$ cat src/rtl/dma_xlate_pkg.sv
package dma_xlate_pkg;

  typedef enum logic [2:0] {
    ST_IDLE,
    ST_CHECK,
    ST_ISSUE,
    ST_WAIT,
    ST_DONE
  } walk_state_t;

  localparam logic CFG_SEL_BASE  = 1'b0;
  localparam logic CFG_SEL_LIMIT = 1'b1;
  localparam int   CFG_REGS      = 2;

endpackage

$ cat src/rtl/xlate_cfg_regs.sv
module xlate_cfg_regs
  import dma_xlate_pkg::*;
#(
  parameter int AW = 32
) (
  input  logic          clk,
  input  logic          rst,
  input  logic          cfg_we,
  input  logic          cfg_sel,
  input  logic [AW-1:0] cfg_wdata,
  output logic [AW-1:0] base_q,
  output logic [AW-1:0] limit_q
);

  logic [AW-1:0] regs_q [CFG_REGS];

  for (genvar g = 0; g < CFG_REGS; g++) begin : g_reg
    always_ff @(posedge clk) begin
      if (rst) begin
        regs_q[g] <= '0;
      end else if (cfg_we && (int'(cfg_sel) == g)) begin
        regs_q[g] <= cfg_wdata;
      end
    end
  end

  assign base_q  = regs_q[int'(CFG_SEL_BASE)];
  assign limit_q = regs_q[int'(CFG_SEL_LIMIT)];

endmodule

$ cat src/rtl/xlate_index_check.sv
module xlate_index_check #(
  parameter int AW          = 32,
  parameter int PAGE_BITS   = 12,
  parameter int ENTRY_SHIFT = 3
) (
  input  logic          clk,
  input  logic          rst,
  input  logic          load,
  input  logic [AW-1:0] laddr,
  input  logic [AW-1:0] base,
  input  logic [AW-1:0] limit,
  output logic [AW-1:0] laddr_q,
  output logic [AW-1:0] entry_addr_q,
  output logic          in_range_q
);

  localparam int IDX_W = AW - PAGE_BITS;

  logic [AW-1:0] page_idx;
  logic [AW-1:0] n_entries;
  logic [AW-1:0] base_masked;
  logic [AW-1:0] entry_addr;
  logic          in_range;

  always_comb begin
    page_idx    = {{PAGE_BITS{1'b0}}, laddr[AW-1:PAGE_BITS]};
    n_entries   = limit >> ENTRY_SHIFT;
    base_masked = {1'b0, base[AW-2:0]};
    entry_addr  = base_masked + (page_idx << ENTRY_SHIFT);
    in_range    = (page_idx < n_entries);
  end

  always_ff @(posedge clk) begin
    if (rst) begin
      laddr_q      <= '0;
      entry_addr_q <= '0;
      in_range_q   <= 1'b0;
    end else if (load) begin
      laddr_q      <= laddr;
      entry_addr_q <= entry_addr;
      in_range_q   <= in_range;
    end
  end

  // The captured index fits in IDX_W bits.
  assert_idx_width_R3: assert property (@(posedge clk) disable iff (rst)
    load |=> (laddr_q[AW-1:PAGE_BITS] == $past(laddr[AW-1:AW-IDX_W])));

endmodule

$ cat src/rtl/xlate_walk_fsm.sv
module xlate_walk_fsm
  import dma_xlate_pkg::*;
#(
  parameter int AW        = 32,
  parameter int PAGE_BITS = 12
) (
  input  logic          clk,
  input  logic          rst,
  input  logic          req_valid,
  output logic          req_ready,
  output logic          load,
  input  logic [AW-1:0] laddr_q,
  input  logic [AW-1:0] entry_addr_q,
  input  logic          in_range_q,
  output logic          mem_rd_valid,
  input  logic          mem_rd_ready,
  output logic [AW-1:0] mem_rd_addr,
  input  logic          mem_rsp_valid,
  input  logic [AW-1:0] mem_rsp_data,
  input  logic          mem_rsp_err,
  output logic          done,
  output logic          fault,
  output logic [AW-1:0] paddr
);

  walk_state_t   state_q;
  logic          ready_q;
  logic          rd_valid_q;
  logic [AW-1:0] rd_addr_q;
  logic          done_q;
  logic          fault_q;
  logic [AW-1:0] paddr_q;

  assign load = req_valid && ready_q;

  always_ff @(posedge clk) begin
    if (rst) begin
      state_q    <= ST_IDLE;
      ready_q    <= 1'b1;
      rd_valid_q <= 1'b0;
      rd_addr_q  <= '0;
      done_q     <= 1'b0;
      fault_q    <= 1'b0;
      paddr_q    <= '0;
    end else begin
      case (state_q)
        ST_IDLE: begin
          done_q <= 1'b0;
          if (load) begin
            ready_q <= 1'b0;
            state_q <= ST_CHECK;
          end
        end
        ST_CHECK: begin
          if (in_range_q) begin
            rd_valid_q <= 1'b1;
            rd_addr_q  <= entry_addr_q;
            state_q    <= ST_ISSUE;
          end else begin
            done_q  <= 1'b1;
            fault_q <= 1'b1;
            paddr_q <= '0;
            state_q <= ST_DONE;
          end
        end
        ST_ISSUE: begin
          if (mem_rd_ready) begin
            rd_valid_q <= 1'b0;
            state_q    <= ST_WAIT;
          end
        end
        ST_WAIT: begin
          if (mem_rsp_valid) begin
            done_q  <= 1'b1;
            state_q <= ST_DONE;
            if (mem_rsp_err) begin
              fault_q <= 1'b1;
              paddr_q <= '0;
            end else begin
              fault_q <= 1'b0;
              paddr_q <= {mem_rsp_data[AW-1:PAGE_BITS], laddr_q[PAGE_BITS-1:0]};
            end
          end
        end
        ST_DONE: begin
          done_q  <= 1'b0;
          ready_q <= 1'b1;
          state_q <= ST_IDLE;
        end
        default: begin
          state_q <= ST_IDLE;
          ready_q <= 1'b1;
        end
      endcase
    end
  end

  assign req_ready    = ready_q;
  assign mem_rd_valid = rd_valid_q;
  assign mem_rd_addr  = rd_addr_q;
  assign done         = done_q;
  assign fault        = fault_q;
  assign paddr        = paddr_q;

  assert_accept_busy_R8: assert property (@(posedge clk) disable iff (rst)
    (req_valid && req_ready) |=> !req_ready);

  assert_done_timing_R8: assert property (@(posedge clk) disable iff (rst)
    (state_q == ST_WAIT && mem_rsp_valid) |=> done);

  assert_done_pulse_R8: assert property (@(posedge clk) disable iff (rst)
    done |=> !done);

  assert_rd_hold_R9: assert property (@(posedge clk) disable iff (rst)
    (mem_rd_valid && !mem_rd_ready) |=> (mem_rd_valid && $stable(mem_rd_addr)));

  assert_err_fault_R7: assert property (@(posedge clk) disable iff (rst)
    (state_q == ST_WAIT && mem_rsp_valid && mem_rsp_err) |=> (done && fault && paddr == '0));

endmodule

$ cat src/rtl/dma_xlate.sv
module dma_xlate #(
  parameter int AW          = 32,
  parameter int PAGE_BITS   = 12,
  parameter int ENTRY_SHIFT = 3
) (
  input  logic          clk,
  input  logic          rst,
  input  logic          cfg_we,
  input  logic          cfg_sel,
  input  logic [AW-1:0] cfg_wdata,
  input  logic          req_valid,
  output logic          req_ready,
  input  logic [AW-1:0] req_laddr,
  output logic          mem_rd_valid,
  input  logic          mem_rd_ready,
  output logic [AW-1:0] mem_rd_addr,
  input  logic          mem_rsp_valid,
  input  logic [AW-1:0] mem_rsp_data,
  input  logic          mem_rsp_err,
  output logic          done,
  output logic          fault,
  output logic [AW-1:0] paddr
);

  logic [AW-1:0] base_q;
  logic [AW-1:0] limit_q;
  logic          load;
  logic [AW-1:0] laddr_q;
  logic [AW-1:0] entry_addr_q;
  logic          in_range_q;

  xlate_cfg_regs #(.AW(AW)) u_cfg (
    .clk       (clk),
    .rst       (rst),
    .cfg_we    (cfg_we),
    .cfg_sel   (cfg_sel),
    .cfg_wdata (cfg_wdata),
    .base_q    (base_q),
    .limit_q   (limit_q)
  );

  xlate_index_check #(
    .AW          (AW),
    .PAGE_BITS   (PAGE_BITS),
    .ENTRY_SHIFT (ENTRY_SHIFT)
  ) u_idx (
    .clk          (clk),
    .rst          (rst),
    .load         (load),
    .laddr        (req_laddr),
    .base         (base_q),
    .limit        (limit_q),
    .laddr_q      (laddr_q),
    .entry_addr_q (entry_addr_q),
    .in_range_q   (in_range_q)
  );

  xlate_walk_fsm #(
    .AW        (AW),
    .PAGE_BITS (PAGE_BITS)
  ) u_fsm (
    .clk           (clk),
    .rst           (rst),
    .req_valid     (req_valid),
    .req_ready     (req_ready),
    .load          (load),
    .laddr_q       (laddr_q),
    .entry_addr_q  (entry_addr_q),
    .in_range_q    (in_range_q),
    .mem_rd_valid  (mem_rd_valid),
    .mem_rd_ready  (mem_rd_ready),
    .mem_rd_addr   (mem_rd_addr),
    .mem_rsp_valid (mem_rsp_valid),
    .mem_rsp_data  (mem_rsp_data),
    .mem_rsp_err   (mem_rsp_err),
    .done          (done),
    .fault         (fault),
    .paddr         (paddr)
  );

  assert_no_oob_read_R5: assert property (@(posedge clk) disable iff (rst)
    mem_rd_valid |-> in_range_q);

  assert_offset_kept_R2: assert property (@(posedge clk) disable iff (rst)
    (done && !fault) |-> (paddr[PAGE_BITS-1:0] == laddr_q[PAGE_BITS-1:0]));

endmodule

$ cat config.mk
export PLATFORM = sky130hd
export DESIGN_NAME = dma_xlate
export DESIGN_NICKNAME = d
export VERILOG_FILES = /design/src/rtl/dma_xlate_pkg.sv /design/src/rtl/xlate_cfg_regs.sv /design/src/rtl/xlate_index_check.sv /design/src/rtl/xlate_walk_fsm.sv /design/src/rtl/dma_xlate.sv
export SDC_FILE = /design/constraint.sdc
export NUM_CORES = 1
export LEC_CHECK = 0
export BUFFER_PORTS_ARGS = -buffer_cell sky130_fd_sc_hd__buf_4
export CORE_AREA = 2 2 124 126
export CTS_CLUSTER_SIZE = 12
export DETAILED_ROUTE_END_ITERATION = 6
export DIE_AREA = 0 0 126 128
export PLACE_DENSITY_LB_ADDON = 0.05
export SLEW_MARGIN = 15
export SYNTH_ARGS = -nofsm -noshare
export SYNTH_HDL_FRONTEND = slang
export SYNTH_SLANG_ARGS = --single-unit
export TNS_END_PERCENT = 30
$ cat constraint.sdc
create_clock -name clk -period 2.69 [get_ports clk]
set_input_delay 0.1345 -clock clk [delete_from_list [all_inputs] [get_ports clk]]
set_output_delay 0.1345 -clock clk [all_outputs]
set_load 0.005 [all_outputs]
==> impl_metrics.yaml, run 1 <==
outcome:
  status: "finished clean"
logic_synthesis:
  synth_warnings: 0
  synth.cell_area_um2: 8033
  syn_nets: 1002
  ys_async_sr_fraction_pct: 0
  ys_seq_elements: 176
  synthCells: 858
  ys.flop_type: "dfxtp_1"
  yosysSeqAreaShare_pct: 51.34
  synth_edf_count: 60
  avgSynthCellArea_um2: 9.362
  synth_cell_types: 58
clocking:
  clk_path_buf_depth: 2
  cts_max_level: 4
  clk-insertion-delay-late_ns: 0.43
  cts_tree: "yes"
  post_cts_buffers: 0
  clk_pin_slew_worst_paths_ns: 0.07
  cts_buffers: 17
  clock-sinks: 176
  cts_root_buf: "clkbuf_16"
setup_path:
  cp_data_required_time_ns: 3.04
  arrival_ns: 2.84
  crit_end: "u_idx.entry_addr_q[31]"
  crit_type: "reg -> reg"
  startpoint: "u_cfg.regs_q[0][3]"
  startpoint_type: "flop"
  rrSetupSlack_ns: 0.20
  crit_path_end_kind: "flop"
  rr_startpoint: "u_cfg.regs_q[0][3]"
  crit_fanout: 4
  r2r-end: "u_idx.entry_addr_q[31]"
  rr_worst_depth: 10
routing:
  first_pass_iters: 5
  wl_mm: 21.23
  viasPerCell: 5.461
  wl_per_cell_um: 16.74
  drt_iter0_markers: 404
  drc_errors: 0
  final_antenna_net_count: 0
  via_count: 6925
run:
  maxCapViolCount: 0
grt:
  grt_overflow: 0
  grt_pass1_wl_mm: 34.49
  antenna_found_initial: 0
  grt_pass1_vias: 6828
  track_usage_pct: 26.75
  grt_max_degree: 83
power_and_ir_drop:
  p_leak_nw: 4.444
  cellPowerDensity_nw_per_um2: 592.3
  peakVddDrop_mv: 0.4381
  total_power_mw: 6.285
placement:
  portBuffers: 159
  dpl.hpwl_mm: 14.53
  globalplace.congestion: 0.8465
timing:
  fin_crit_sh_pct: 92.54
  hold_viol: 0
  setup_tns_ns: 0
  min_period_ns: 2.489
  fmax_mhz: 401.7
  rsz0062_at_grt: "false"
  worstMarginPinSlew_ns: 1.029
  fin_skew_ns: 0.008353
  timing.hold.ws_ns: 0.02246
  final-setup-viol-count: 0
  max_slew_margin_pct: 31.39
  maxSlewViolCount: 0
layout:
  layout_common_cells: "buf_4 (174), nand2_1 (145), dfxtp_1 (116)"
  fillers: 1120
  nets: 1212
  area_growth_pct: 32.09
  drive_gt1_share_pct: 20.19
  antenna_cells: 0
  final_common_cell: "buf_4"
die:
  pin_count: 172
  start_util_pct: 54.04
  die_area_um2: 16130
  die_h_um: 128
  placementRows: 45
  die_w_um: 126
  core_area_um2: 14860
min_path:
  min-delay-start: "cfg_wdata[26]"
  hp-class: "in -> reg"
==> state kept, by name (all words and copies together), names as in the netlist <==
register / flops
u_idx.laddr_q: 12
u_idx.entry_addr_q: 32
u_cfg.regs_q: 60
u_fsm.req_ready: 1
u_fsm.fault: 1
u_fsm.paddr: 32
u_idx.in_range_q: 1
u_fsm.state_q: 3
u_fsm.done: 1
u_fsm.mem_rd_addr: 32
u_fsm.mem_rd_valid: 1
==> per-layer routing <==
layer	global-route usage [%]	wire [µm]	up-vias	part of all wire, %
li1	-	-	3415	-
met5	0	0	-	0
met4	9.632	371	0	1.7
met1	34.77	9336	3265	44
met3	4.591	1191	33	5.6
met2	45.26	10330	212	49
==> worst min path at each step <==
stage / end / slack [ns] / cells past startpoint
global placement: u_fsm.mem_rd_valid / 0.35 / 2
CTS: u_cfg.regs_q[0][26] / 0.006 / 2
finish: u_cfg.regs_q[0][26] / 0.02 / 2
floorplan: u_fsm.mem_rd_valid / 0.25 / 1
global route: u_cfg.regs_q[0][26] / 0.02 / 2
detailed placement: u_fsm.mem_rd_valid / 0.35 / 2
==> Yosys cell counts, drive strengths merged, types with 3 or more instances <==
library cell	n	share of area (%)
a211oi	6	0.56
or4	5	0.51
clkbuf	40	1.9
nand2	145	6.8
edfxtp	60	22
dfxtp	116	29
o21ai	26	1.7
xor2	6	0.65
ha	39	6.1
a22oi	33	3.1
a31oi	6	0.65
nor3	12	0.75
nor2b	5	0.48
inv	27	1.3
o211ai	3	0.28
buf	9	0.47
a21boi	6	0.56
nand3	16	1.0
and2	66	5.1
nand2b	5	0.39
nand4	10	0.78
or3	5	0.39
nor3b	3	0.34
a21oi	94	6.1
xnor2	8	0.87
and3	6	0.47
nor2	61	2.9
a21o	15	1.4
==> kinds of logic (layout without fill, tap and decap cells) <==
kind of cell / after synthesis / count (layout) / share of synthesized area [%]
mux: 1 / 1 / 0.1246
fa+ha+maj: 40 / 40 / 6.324
xor+xnor: 14 / 14 / 1.527
buf+inv: 76 / 298 / 3.598
flops: 176 / 176 / 51.34
simple gates: 345 / 345 / 20.47
compound gates: 206 / 206 / 16.62
==> cell type report <==
class                           instances  area, µm²  area share (%)
Sequential cell                       176       4124           38.87
Inverter                               27      101.3          0.9552
Multi-Input combinational cell        606       3626           34.17
Tap cell                              188      235.2           2.217
Clock buffer                           21      481.7           4.540
Clock inverter                         10      75.07          0.7075
Timing Repair Buffer                  240       1967           18.54
==> per-stage QoR <==
step | utilization, % | instances | area, µm² | setup WS [ns]
after CTS | 71.38 | 1268 | 10610 | 0.2150
after global placement | 63.19 | 1171 | 9393 | 0.2994
final | 71.38 | 1268 | 10610 | 0.2007
after detailed placement | 63.19 | 1171 | 9393 | 0.2348
after global routing | 71.38 | 1268 | 10610 | 0.06045
after floorplan | - | 858 | 8033 | 0.4562
==> power by group <==
| part | internal [mW] | total [mW] | leakage (nW) | switching (mW) |
|---|---|---|---|---|
| combinational | 0.437 | 0.966 | 2.61 | 0.529 |
| clock | 1.29 | 2.34 | 0.277 | 1.05 |
| sequential | 2.90 | 2.98 | 1.55 | 0.0789 |
| total | 4.63 | 6.28 | 4.44 | 1.66 |
==> timing repair <==
item	in CTS	in global routing
hold buffers	66	0
resized for setup	0	2
endpoints found under the setup margin	0	2
endpoints found under the hold margin	88	0
==> critical path, cell delays in order, from the launching register on <==
cell       delay (ns)
edfxtp_1         0.33
ha_1             0.15
inv_1            0.05
fa_1             0.42
nor2b_4          0.17
o31a_4           0.16
o2111ai_4        0.19
o21ai_2          0.28
a21oi_2          0.10
or4_1            0.41
a21oi_1          0.14
Note: power is estimated with default switching activity, not from simulation.
==> run 2: changes to the inputs <==
- PLACE_DENSITY: unset -> 0.87
- PLACE_DENSITY_LB_ADDON: 0.05 -> unset
==> run 2 against run 1 <==
Net effect: clock-buffer cell count decreased by 2; combinational power about the same; design area decreased by 0.12%; die area unchanged; routed wire length increased by 0.57%; sequential share of layout area about the same; maximum frequency increased by 1.9%; final cell count decreased by 0.24%; register-to-register slack improved by 0.05 ns; flip-flop and latch count unchanged.
==> impl_metrics.yaml, run 2 (synthesis gave the netlist of run 1 again) <==
setup_path:
  rr_worst_depth: 8
  crit_path_end_kind: "flop"
  rr_startpoint: "u_cfg.regs_q[0][9]"
  arrival_ns: 2.80
  startpoint_type: "flop"
  crit_fanout: 6
  crit_type: "reg -> reg"
  rrSetupSlack_ns: 0.25
  r2r-end: "u_idx.entry_addr_q[22]"
  cp_data_required_time_ns: 3.04
die:
  start_util_pct: 54.04
  die_area_um2: 16130
  die_w_um: 126
  core_area_um2: 14860
  pin_count: 172
  die_h_um: 128
  placementRows: 45
layout:
  antenna_cells: 0
  drive_gt1_share_pct: 20.24
  fillers: 1055
  regMostFlops: "u_cfg.regs_q"
  largest_register_ff_count: 60
  area_growth_pct: 31.93
  layout_common_cells: "buf_4 (172), nand2_1 (145), dfxtp_1 (116)"
  fin_area_um2: 10600
  nets: 1208
  final_common_cell: "buf_4"
grt:
  grt_overflow: 0
  grt_max_degree: 76
  antenna_found_initial: 0
  track_usage_pct: 26.29
  grt_pass1_vias: 6795
  grt_pass1_wl_mm: 33.53
routing:
  wl_per_cell_um: 16.88
  first_pass_iters: 5
  drc_errors: 0
  drt_iter0_markers: 454
  wl_mm: 21.35
  viasPerCell: 5.564
  final_antenna_net_count: 0
  via_count: 7039
clocking:
  clock-sinks: 176
  cts_buffers: 17
  cts_max_level: 4
  post_cts_buffers: 0
  cts_root_buf: "clkbuf_16"
  clk_pin_slew_worst_paths_ns: 0.07
  cts_hold_buf: 64
  cts_tree: "yes"
  clk-insertion-delay-late_ns: 0.44
  cts_resized: 0
  clk_path_buf_depth: 2
timing:
  setup_tns_ns: 0
  max_slew_margin_pct: 38.16
  timing.hold.ws_ns: 0.01213
  fin_crit_sh_pct: 90.81
  rsz0062_at_grt: "false"
  worstMarginPinSlew_ns: 0.9277
  maxSlewViolCount: 0
  fin_ws_ns: 0.2472
  hold_viol: 0
  final-setup-viol-count: 0
  fin_skew_ns: 0.01360
  min_period_ns: 2.443
  fmax_mhz: 409.4
min_path:
  whs_path_depth: 2
  min_to: "u_cfg.regs_q[1][26]"
  hp-class: "in -> reg"
  min-delay-start: "cfg_wdata[26]"
placement:
  place_area_um2: 9378
  dpl.hpwl_mm: 13.78
  portBuffers: 159
  globalplace.congestion: 0.8697
  place_ws_ns: 0.2971
power_and_ir_drop:
  cellPowerDensity_nw_per_um2: 597.9
  p_leak_nw: 4.430
  peakVddDrop_mv: 0.4678
  total_power_mw: 6.336
outcome:
  status: "finished clean"
run:
  maxCapViolCount: 0
## run 2: cell types whose count changed in the layout (fill, tap and decap cells not counted), sizes merged
| cell | before | now |
|---|---|---|
| clkbuf | 21 | 19 |
| clkinvlp | 1 | 2 |
| buf | 174 | 172 |
| dlygate4sd3 | 66 | 64 |
| clkinv | 4 | 3 |
| inv | 32 | 35 |
## run 2: worst max-delay path, stage by stage (launching register included)
cell and delay, ns:
edfxtp_1 0.39, ha_1 0.37, a21oi_1 0.26, o21ai_2 0.13, and2_1 0.18, or4_4 0.44
a21boi_1 0.23, o21ai_0 0.16, a31oi_1 0.19
## run 2: metal layers
metal	share of wire, %	vias up	track usage [%]
li1	-	3407	-
met1	41	3306	31.17
met2	50	278	47.15
met3	5.9	48	5.342
met5	0	-	0
met4	2.5	0	9.955
## run 2: final cells by class
type	instances	area (µm²)	area share [%]
flip-flops and latches	176	4124	38.91
repair buffers	236	1932	18.23
clock inverters	13	115.1	1.086
inverters	27	101.3	0.9563
clock buffers	19	464.2	4.380
well taps	188	235.2	2.220
multi-input cells	606	3626	34.21
## run 2: where the power goes
group / leakage (nW) / internal (mW) / switching [mW]
Clock: 0.282 / 1.30 / 1.10
Sequential: 1.55 / 2.90 / 0.0783
Combinational: 2.60 / 0.434 / 0.530
Total: 4.43 / 4.63 / 1.71
## run 2: worst max-delay path by stage
stage	startpoint	to	slack, ns	cells past startpoint
floorplan	u_cfg.regs_q[0][3]	u_idx.entry_addr_q[31]	0.46	10
global placement	u_cfg.regs_q[0][3]	u_idx.entry_addr_q[25]	0.33	10
detailed placement	u_cfg.regs_q[0][3]	u_idx.entry_addr_q[25]	0.30	10
CTS	u_cfg.regs_q[0][3]	u_idx.entry_addr_q[25]	0.26	10
global route	u_cfg.regs_q[0][4]	u_idx.entry_addr_q[28]	0.08	8
finish	u_cfg.regs_q[0][9]	u_idx.entry_addr_q[22]	0.25	8
## run 2: stage by stage
stage / util (%) / std cells
2_1_floorplan: - / 858
3_3_place_gp: 63.09 / 1169
3_5_place_dp: 63.09 / 1169
4_1_cts: 71.30 / 1265
5_1_grt: 71.30 / 1265
6_report: 71.30 / 1265
==> run 3: changes to the inputs <==
- CORE_AREA: 2 2 124 126 -> 10 10 153 155
- DIE_AREA: 0 0 126 128 -> 0 0 163 165
- PLACE_DENSITY: 0.87 -> 0.68
==> run 3 against run 2 <==
Net effect: register-to-register slack barely moved; global-route usage fell by 10 points; via count fell by 4.4%; first-iteration DRC count rose by 16%; clock-buffer cell count fell by 2; flip-flop and latch count did not move; maximum frequency rose by 0.13%; non-clock buffer count rose by 3; sequential power barely moved; sequential share of layout area fell by 0.66 points; die area rose by 67%; combinational power fell by 2.5%; critical path type unchanged; critical endpoint is now u_idx.entry_addr_q[31]; largest cell class unchanged; highest routed layer unchanged.
==> impl_metrics.yaml, run 3 (synthesis gave the netlist of run 1 again) <==
outcome:
  status: "finished clean"
setup_path:
  path_cells: "ha_1, inv_1, fa_1, nor2b_4, o31a_4, o2111ai_4, o21ai_2, a21oi_2, or4_1, a21oi_1"
  crit_fanout: 4
  path_buf_inv: 1
  arrival_ns: 2.80
  startpoint_type: "flop"
  crit_path_end_kind: "flop"
  cpMaxStageDelayCell: "fa_1"
  crit_type: "reg -> reg"
  slowest_delay_ns: 0.42
  cp_data_required_time_ns: 3.05
  cp_top_family: "compound AO/OA/AOI/OAI gates"
die:
  die_w_um: 163
  core_area_um2: 20170
  start_util_pct: 39.83
  placementRows: 52
  pin_count: 172
  die_area_um2: 26900
  die_h_um: 165
layout:
  instances_no_fill: 1350
  layout_common_cells: "buf_4 (173), nand2_1 (145), dfxtp_1 (116)"
  fin_area_um2: 10780
  regMostFlops: "u_cfg.regs_q"
  final_common_cell: "buf_4"
  largest_register_ff_count: 60
  drive_gt1_share_pct: 20.28
  nets: 1211
  area_growth_pct: 34.21
  antenna_cells: 0
  fin_util_pct: 53.45
routing:
  viasPerCell: 4.984
  drc_errors: 0
  drt_iter0_markers: 526
  wl_per_cell_um: 15.86
  via_count: 6729
  first_pass_iters: 5
  final_antenna_net_count: 0
  wl_mm: 21.41
clocking:
  clk_pin_slew_worst_paths_ns: 0.07
  cts_resized: 0
  cts_max_level: 4
  cts_buffers: 17
  clock-sinks: 176
  clk_path_buf_depth: 2
  clk-insertion-delay-late_ns: 0.44
  cts_hold_buf: 66
  post_cts_buffers: 0
  cts_root_buf: "clkbuf_16"
  cts_tree: "yes"
timing:
  fin_skew_ns: 0.01200
  final-setup-viol-count: 0
  rsz0062_at_grt: "false"
  worstMarginPinSlew_ns: 0.9697
  setup_tns_ns: 0
  hold_viol: 0
  fin_crit_sh_pct: 90.69
  fin_ws_ns: 0.2503
  min_period_ns: 2.440
  fmax_mhz: 409.9
  max_slew_margin_pct: 35.35
  timing.hold.ws_ns: 0.01377
  maxSlewViolCount: 0
run:
  maxCapViolCount: 0
grt:
  grt_pass1_wl_mm: 34.68
  track_usage_pct: 15.91
  grt_max_degree: 63
  grt_overflow: 0
  antenna_found_initial: 0
  grt_pass1_vias: 6636
placement:
  place_ws_ns: 0.2765
  place_area_um2: 9488
  dp.cells: 1252
  portBuffers: 159
  globalplace.congestion: 0.8771
  dpl.hpwl_mm: 15.12
min_path:
  hp-class: "in -> reg"
power_and_ir_drop:
  total_power_mw: 6.481
  peakVddDrop_mv: 0.5066
  cellPowerDensity_nw_per_um2: 601.2
  p_leak_nw: 4.466
-- run 3: cell types whose count changed in the layout (fill, tap and decap cells not counted) --
cell           before  now
clkinvlp_4          2    0
clkinv_8            0    4
clkbuf_8            1    0
inv_12              0    5
buf_4             172  173
clkbuf_16          18   17
clkinv_2            1    0
dlygate4sd3_1      64   66
inv_6               5    1
-- run 3: worst paths after layout --
| check | startpoint | endpoint | slack [ns] | cells after the start |
|---|---|---|---|---|
| worst min register to register | u_idx.entry_addr_q[6] | u_fsm.mem_rd_addr[6] | 0.45 | 2 |
| worst max register to register | u_cfg.regs_q[0][3] | u_idx.entry_addr_q[31] | 0.25 | 10 |
| worst max-delay path | u_cfg.regs_q[0][3] | u_idx.entry_addr_q[31] | 0.25 | 10 |
| worst min-delay path | cfg_wdata[30] | u_cfg.regs_q[0][30] | 0.01 | 2 |
-- run 3: routing by layer --
layer | wire length, µm | vias to the layer above | part of all wire (%) | track usage [%]
met4 | 225 | 0 | 1.1 | 3.811
met2 | 10000 | 186 | 47 | 25.10
met1 | 9856 | 3118 | 46 | 21.11
li1 | - | 3412 | - | -
met5 | 0 | - | 0 | 0
met3 | 1322 | 13 | 6.2 | 4.481
-- run 3: area by class of cell --
type                       count  area, µm²
multi-input combinational    606       3626
timing repair buffer         239       1959
sequential                   176       4124
clock buffer                  17      425.4
fill                        1821       9389
inverter                      27      101.3
clock inverter                15      206.4
tap                          270      337.8
-- run 3: where the power goes --
group | switching (mW) | internal (mW)
combinational | 0.507 | 0.433
sequential | 0.0739 | 2.90
clock | 1.27 | 1.30
total | 1.85 | 4.63
-- run 3: worst register-to-register path, cell delays in order, from the launching register on --
cell	delay, ns
edfxtp_1	0.33
ha_1	0.17
inv_1	0.06
fa_1	0.42
nor2b_4	0.16
o31a_4	0.15
o2111ai_4	0.18
o21ai_2	0.23
a21oi_2	0.10
or4_1	0.41
a21oi_1	0.15
